$ cat config.mk
export PLATFORM = sky130hd
export DESIGN_NAME = bridge_motor_ctl
export DESIGN_NICKNAME = d
export VERILOG_FILES = /design/src/rtl/bridge_motor_ctl.sv
export SDC_FILE = /design/constraint.sdc
export NUM_CORES = 1
export LEC_CHECK = 0
export BUFFER_PORTS_ARGS = -buffer_cell sky130_fd_sc_hd__buf_2
export CAP_MARGIN = 10
export CORE_AREA = 2 2 40 42
export CTS_CLUSTER_SIZE = 16
export DETAILED_ROUTE_END_ITERATION = 8
export DIE_AREA = 0 0 42 44
export GPL_TIMING_DRIVEN = 0
export HOLD_SLACK_MARGIN = 0.06
export PLACE_DENSITY = 0.71
export SLEW_MARGIN = 20
export SYNTH_ARGS = -nofsm -noshare
export SYNTH_HDL_FRONTEND = slang
export SYNTH_SLANG_ARGS = --single-unit
$ cat constraint.sdc
create_clock -name clk -period 1.65 [get_ports clk]
set_clock_uncertainty 0.05 [all_clocks]
set_input_delay 0.0825 -clock clk [delete_from_list [all_inputs] [get_ports clk]]
set_output_delay 0.0825 -clock clk [all_outputs]
set_load 0.005 [all_outputs]
$ cat src/rtl/bridge_motor_ctl.sv
module bridge_motor_ctl #(
  parameter int unsigned DOWN_TICKS = 40,
  parameter int unsigned UP_TICKS   = 40,
  parameter int unsigned LOCK_TICKS = 5
) (
  input  logic       clk,
  input  logic       rst_n,
  input  logic       tick,
  input  logic       sw_up,
  input  logic       sw_dn,
  output logic       mot_up,
  output logic       mot_dn,
  output logic       tgt_up,
  output logic [1:0] mst
);
  localparam int unsigned PMAX = (DOWN_TICKS > UP_TICKS) ? DOWN_TICKS : UP_TICKS;
  localparam int unsigned TW   = $clog2(PMAX + 1);
  localparam int unsigned LW   = $clog2(LOCK_TICKS + 1);

  localparam logic [1:0] S_IDLE = 2'd0;
  localparam logic [1:0] S_UP   = 2'd1;
  localparam logic [1:0] S_DN   = 2'd2;
  localparam logic [1:0] S_LOCK = 2'd3;

  logic [TW-1:0] ph_cnt;
  logic [LW-1:0] lk_cnt;
  logic [1:0]    st, st_nx;
  logic          ph_last, lock_done;

  assign ph_last   = tgt_up ? (ph_cnt == TW'(UP_TICKS - 1)) : (ph_cnt == TW'(DOWN_TICKS - 1));
  assign lock_done = tick && (lk_cnt == LW'(LOCK_TICKS - 1));

  always_ff @(posedge clk or negedge rst_n) begin
    if (!rst_n) begin
      tgt_up <= 1'b0;
      ph_cnt <= '0;
    end else if (tick) begin
      if (ph_last) begin
        tgt_up <= ~tgt_up;
        ph_cnt <= '0;
      end else begin
        ph_cnt <= ph_cnt + 1'b1;
      end
    end
  end

  always_comb begin
    st_nx = st;
    case (st)
      S_IDLE: begin
        if (tgt_up && !sw_up)       st_nx = S_UP;
        else if (!tgt_up && !sw_dn) st_nx = S_DN;
      end
      S_UP: begin
        if (!tgt_up)    st_nx = S_DN;
        else if (sw_up) st_nx = S_IDLE;
      end
      S_DN: begin
        if (tgt_up)     st_nx = S_UP;
        else if (sw_dn) st_nx = S_LOCK;
      end
      S_LOCK: begin
        if (tgt_up)         st_nx = S_UP;
        else if (lock_done) st_nx = S_IDLE;
      end
      default: st_nx = S_IDLE;
    endcase
  end

  always_ff @(posedge clk or negedge rst_n) begin
    if (!rst_n) begin
      st     <= S_IDLE;
      lk_cnt <= '0;
    end else begin
      st <= st_nx;
      if (st_nx != st)                lk_cnt <= '0;
      else if (tick && st == S_LOCK)  lk_cnt <= lk_cnt + 1'b1;
    end
  end

  assign mst    = st;
  assign mot_up = (st == S_UP);
  assign mot_dn = st[1];
endmodule

==> metrics.md, run 1 <==
| Metric | Value |
|---|---|
| Core area | between 0.001 and 0.0015 mm² |
| Sink Count | 12 |
| FF-to-FF setup slack | around 0.24 ns |
| Diode count | 0 |
| Synth Instances | between 60 and 70 |
| Synth Net Count | 74 |
| YS warnings | 0 |
| Origin of the worst setup path | ph_cnt[0] |
| GR Util All Layers | 14.2% |
| Buffers on Ports | 8 |
| Worst-path maximum fanout | 4 |
| Post-synthesis simple-gate area fraction | 24.8% |
| Vias in the first global route | roughly 440 |
| Clock Latency Late Sink | between 0.2 and 0.3 ns |
| Clock share of power | 12.9% |
| Sequential area share after synthesis | a little over two fifths |
| Yosys top cell area share | a little over two fifths |
| Worst EP required | roughly 1.8 ns |
| Final nets | 88 |
| TritonCTS clock tree | yes |
| Prevailing post-synth register cell | dfrtp_1 |
| Post-synthesis adder-cell area fraction | ~5.4% |
| Combinational share of power | between 40% and 50% |
| Slew HR | 77.9% |
| Int Pwr | 0.000807 W |
| First-pass GRT wire length | between 1500 and 2000 µm |
| Main area contributors after synthesis | dfrtp_1 (43%), ha_1 (5.4%), xnor2_1 (5.0%) |
| Cts bufs inserted | 3 |
| Fin crit period | around 1.4 ns |
| Clock Path Buffers | 2 |
| Unrepaired setup endpoints after global routing | no |
| Power Dens Cells | about 1600 mW/mm² |
| DRT iter0 DRCs | 9 |
| Most frequent cells after synthesis | dfrtp_1 (12), nor2_1 (4), nor3_1 (4), xnor2_1 (4) |
| Largest net degree at the start of global routing | 13 |
| Synth area leader | dfrtp_1 |
| Drc violations | 0 |
| R2R cell count | 4 |
| Routed Antenna Nets | 0 |
| Post-CTS Resized | 0 |
| Via density | 5.30 |
| Routed len/inst | about 12 µm |
| Largest family of logic cells by synthesized area | simple AND/OR/NAND/NOR gates |
| Pre-antenna DRT Iters | 4 |
| Most numerous cell in the Yosys netlist | dfrtp_1 |
| Reg power frac | 43.0% |
| CP Capture Point | tgt_up |
| Layout Area Growth over Synthesis | 13.2% |
| Switch Pwr | 0.000493 W |
| H-tree levels | 1 |
| HP Class | input pin to flip-flop |
| Crit path arrival time | 1.55 ns |
| Crit Reg-Reg Endpoint | tgt_up |
| Reg-to-Reg Start | ph_cnt[0] |
| Row cnt | 14 |
| CTS root buf | clkbuf_4 |
| Initial Util | around half |
| Maxcap violations | 0 |
| Sum Neg Setup Slack | 0 ns |
| IO Pins | 10 |
| Status | completed |
| Synth Area in Compound Gates | 8.75% |
| Crit end category | flip-flop |
| Synth Area in XOR/XNOR | under 10% |
| Slew @ Worst Pin | 0.330 ns |
| Max frequency | slightly above 700 MHz |
| Clock transition at the registers of the reported paths | roughly 0.07 ns |
| Worst Setup Start Kind | flip-flop |
| # setup viols final | 0 |
| Post-synth EDFFs | 0 |
| Die width | 42 µm |
| Grt ovf | 0 |
| Initial antenna violation count | 0 |
| Mapped Avg Cell Area | approximately 11 µm² |
| Die span in y | roughly 44 µm |
| Final period util | 85.4% |
| WS Path Type | flip-flop to flip-flop |
| Final Hold Fails | 0 |
| Asr flop ratio synth | 100% |
| Die footprint | 0.00185 mm² |
| Post-synthesis mux area share | under 10% |
| Sw frac | a little under two fifths |
| Slew Viols, Final | 0 |
| DP Wirelength | ~860 µm |
| Via count | approximately 500 |
| Layout cell share with drive strength beyond 1 | a little under 30% |
| Routed WL | about 1100 µm |
| Flop and latch count out of synthesis | 12 |
| Gp weighted congestion | 0.729 |
| Util after Layout | 55.9% |
| Leak Pwr | 0.367 nW |
| Mapped cell area | roughly 700 µm² |
| Yosys cell types | 31 |
| Peak VDD IR | 0.852 mV |
## through the flow
step / cells / setup WS [ns] / area, µm² / total power (W) / hold WS [ns]
after global placement: 90 / 0.298 / 761 / 0.00111 / -0.0807
after CTS: 94 / 0.222 / 793 / 0.00132 / 0.0657
after detailed placement: 90 / 0.230 / 761 / 0.00114 / -0.0795
after global routing: 94 / 0.169 / 793 / 0.00140 / 0.0688
after floorplan: 66 / 0.371 / 701 / 0.000996 / -0.263
final: 94 / 0.240 / 793 / 0.00130 / 0.0735
## state kept, by name, indices dropped and copies added (netlist names)
signal  cells
tgt_up      1
mst         2
ph_cnt      6
lk_cnt      3
## worst min path at each step
stage           from   endpoint  slack (ns)  cells after the start
6_report        tick  ph_cnt[2]        0.07                      3
5_1_grt         tick  ph_cnt[1]        0.07                      2
4_1_cts         tick  ph_cnt[1]        0.07                      2
3_5_place_dp   rst_n  ph_cnt[1]       -0.08                      1
3_3_place_gp   rst_n  ph_cnt[1]       -0.08                      1
2_1_floorplan  rst_n  lk_cnt[0]       -0.26                      0
## cell families (layout without fill, tap and decap cells)
logic type	after synthesis	count (layout)
AO/OA/AOI/OAI	8	8
XOR/XNOR	7	7
adder cells (fa/ha/maj)	3	3
buffers and inverters	8	20
flip-flops	12	12
multiplexers	2	2
AND/OR/NAND/NOR	26	26
## layout by cell type, fill, tap and decap left out, drive strengths merged
| cell | instances |
|---|---|
| nand2b | 2 |
| mux2 | 1 |
| o21ai | 1 |
| inv | 3 |
| buf | 13 |
| dlygate4sd3 | 1 |
| nand2 | 2 |
| nand3b | 1 |
| or2 | 1 |
| o21bai | 2 |
| xor2 | 3 |
| nand3 | 2 |
| ha | 3 |
| or3 | 1 |
| mux2i | 1 |
| nor3 | 4 |
| xnor2 | 4 |
| and3 | 1 |
| nor2b | 1 |
| nor3b | 1 |
| a221oi | 1 |
| a21oi | 3 |
| nor4b | 1 |
| clkbuf | 3 |
| nand4 | 4 |
| o221a | 1 |
| dfrtp | 12 |
| nor2 | 4 |
| and3b | 1 |
## area by class of cell
class / count / area [µm²]
multi-input cells: 46 / 355
plain buffers: 5 / 33.8
repair buffers: 9 / 50.0
well taps: 16 / 20.0
inverters: 3 / 11.3
flip-flops and latches: 12 / 300
clock buffers: 3 / 22.5
fillers: 134 / 626
## power groups by stage
stage                     clock network, W  logic [W]  registers [W]
after floorplan                          0   0.000451       0.000545
final                             0.000167   0.000573       0.000559
after global placement                   0   0.000553       0.000556
after CTS                         0.000175   0.000579       0.000562
after detailed placement                 0   0.000574       0.000568
after global routing              0.000185   0.000641       0.000579
## metal layers
layer | up-vias | wire (µm) | global-route usage [%]
met5 | - | 0 | 0
met4 | 0 | 4 | 3.87
met1 | 230 | 535 | 18.5
li1 | 255 | - | -
met3 | 2 | 58 | 6.25
met2 | 11 | 541 | 21.6
## critical path: stages (launching register included)
cell and delay [ns]:
dfrtp_1 0.39, ha_1 0.24, nand3_2 0.11, nor4b_4 0.37
xor2_1 0.17
## timing repair
action,4_1_cts,5_1_grt
setup buffers,0,0
endpoints found under the hold margin,12,0
hold buffers,1,0
Note: power is estimated with default switching activity, not from simulation.
==> run 2, diff against run 1 <==
--- a/config.mk
+++ b/config.mk
@@ -14,6 +14,7 @@
 export GPL_TIMING_DRIVEN = 0
 export HOLD_SLACK_MARGIN = 0.06
 export PLACE_DENSITY = 0.71
+export RECOVER_POWER = 50
 export SLEW_MARGIN = 20
 export SYNTH_ARGS = -nofsm -noshare
 export SYNTH_HDL_FRONTEND = slang
==> run 2 against run 1 <==
Net effect:
- cell count unchanged
- sequential power about the same
- cell area decreased by 0.16%
- register-to-register slack about the same
- clock power about the same
- critical path depth unchanged
- count of clock-buffer cells in the layout unchanged
- sequential cell count unchanged
- combinational power about the same
- core utilization decreased by 0.088 points
- fmax about the same
- largest cell class unchanged
- largest power group unchanged
==> metrics.md, run 2 (same netlist as run 1, synthesis figures left out) <==
| Metric | Value |
|---|---|
| Crit path arrival time | between 1.5 and 2 ns |
| Unrepaired setup endpoints after global routing | no |
| Peak VDD IR | ~0.85 mV |
| Worst slack, placed | around 0.23 ns |
| GR Util All Layers | ~14% |
| Sink Count | 12 |
| Diode count | 0 |
| Slew Viols, Final | 0 |
| Clock Latency Late Sink | around 0.26 ns |
| Most frequent cells in the layout | dfrtp_1 (12), buf_2 (10), nor2_1 (4), nor3_1 (4), xnor2_1 (4) |
| Die width | approximately 42 µm |
| Via count | between 400 and 500 |
| Final Hold Fails | 0 |
| Routed WL | around 1100 µm |
| Slew @ Worst Pin | between 0.6 and 0.7 ns |
| Worst Setup Start Kind | flip-flop |
| Clock transition at the registers of the reported paths | roughly 0.070 ns |
| Cts bufs inserted | 3 |
| Status | completed |
| Row cnt | 14 |
| Drc violations | 0 |
| Worst-path maximum fanout | 4 |
| Max frequency | slightly above 700 MHz |
| Clock Path Buffers | 2 |
| Number of flip-flops in the largest register | 6 |
| Buffers on Ports | 8 |
| Die footprint | between 0.0015 and 0.002 mm² |
| Final period util | between 80% and 90% |
| Layout Area Growth over Synthesis | 13.0% |
| Largest net degree at the start of global routing | 13 |
| Slew HR | roughly three fifths |
| HP Class | input pin to flip-flop |
| WHS | approximately 0.074 ns |
| Fin crit period | around 1.4 ns |
| Power Dens Cells | ~1600 mW/mm² |
| Pre-antenna DRT Iters | 4 |
| Crit end category | flip-flop |
| Worst path bufs/invs | 0 |
| Layout cell share with drive strength beyond 1 | about 28% |
| DP Wirelength | 861 µm |
| DRT iter0 DRCs | 9 |
| Initial antenna violation count | 0 |
| # setup viols final | 0 |
| Final nets | 88 |
| CP cell instances | ha_1 > nand3_2 > nor4b_4 > xor2_1 |
| CTS root buf | clkbuf_4 |
| CP max stage delay | between 0.3 and 0.4 ns |
| Routed Antenna Nets | 0 |
| IO Pins | 10 |
| TritonCTS clock tree | yes |
| WS Path Type | flip-flop to flip-flop |
| Util after Layout | 55.8% |
| Commonest non-fill, non-tap cell in the layout | dfrtp_1 |
| Gp weighted congestion | between 0.7 and 0.8 |
| Initial Util | between 40% and 50% |
| Vias in the first global route | 444 |
| Routed len/inst | about 12 µm |
| Sum Neg Setup Slack | 0 ns |
| Post-CTS Resized | 0 |
| Top reg by flops | ph_cnt |
| Via density | 5.30 |
| Core area | about 0.0014 mm² |
| Leak Pwr | between 0.3 and 0.4 nW |
| Worst EP required | 1.79 ns |
| Grt ovf | 0 |
| H-tree levels | 1 |
| CP max-delay cell | dfrtp_1 |
| Die span in y | 44 µm |
| Worst Setup Slack, final | approximately 0.24 ns |
| CP top delay family | simple AND/OR/NAND/NOR gates |
| Maxcap violations | 0 |
| First-pass GRT wire length | 1920 µm |
-- run 2: layer usage --
metal  wire [µm]  up-vias  track usage, %
met5           0        -               0
met4           4        0            3.87
met3          58        2            6.25
met2         541       11            21.6
li1            -      255               -
met1         535      230            18.5
-- run 2: cell type report --
| type | instances | area, µm² |
|---|---|---|
| Fill cell | 135 | 627 |
| Timing Repair Buffer | 9 | 48.8 |
| Tap cell | 16 | 20.0 |
| Inverter | 3 | 11.3 |
| Sequential cell | 12 | 300 |
| Multi-Input combinational cell | 46 | 355 |
| Buffer | 5 | 33.8 |
| Clock buffer | 3 | 22.5 |
-- run 2: per-stage QoR --
step | instance area, µm² | std cells | total power, W
2_1_floorplan | 701 | 66 | 0.000996
3_3_place_gp | 761 | 90 | 0.00111
3_5_place_dp | 761 | 90 | 0.00114
4_1_cts | 793 | 94 | 0.00132
5_1_grt | 792 | 94 | 0.00140
6_report | 792 | 94 | 0.00130
-- run 2: power by group --
part	switching [W]	total, W	internal [W]	leakage [nW]
sequential	0.000128	0.000559	0.000431	0.144
clock	0.0000828	0.000167	0.0000842	0.0138
combinational	0.000282	0.000573	0.000291	0.206
-- run 2: tightest hold or removal path, stage by stage --
cell and delay, ns:
buf_6 0.12, nand2_1 0.08, xnor2_1 0.06
-- run 2: final timing paths --
kind,slack (ns),end,start,cells past startpoint
setup / recovery,0.24,tgt_up,ph_cnt[0],4
hold / removal,0.07,ph_cnt[2],tick,3
setup reg to reg,0.24,tgt_up,ph_cnt[0],4
hold reg to reg,0.50,ph_cnt[4],ph_cnt[4],1
max in group asynchronous,0.88,lk_cnt[0],rst_n,2
min in group asynchronous,0.28,ph_cnt[3],rst_n,2
-- run 2: repair_timing --
action | in CTS | in global routing
hold buffers | 1 | 0
hold endpoints to repair | 12 | 0
buffers inserted | 0 | 0
setup endpoints to repair | 0 | 0
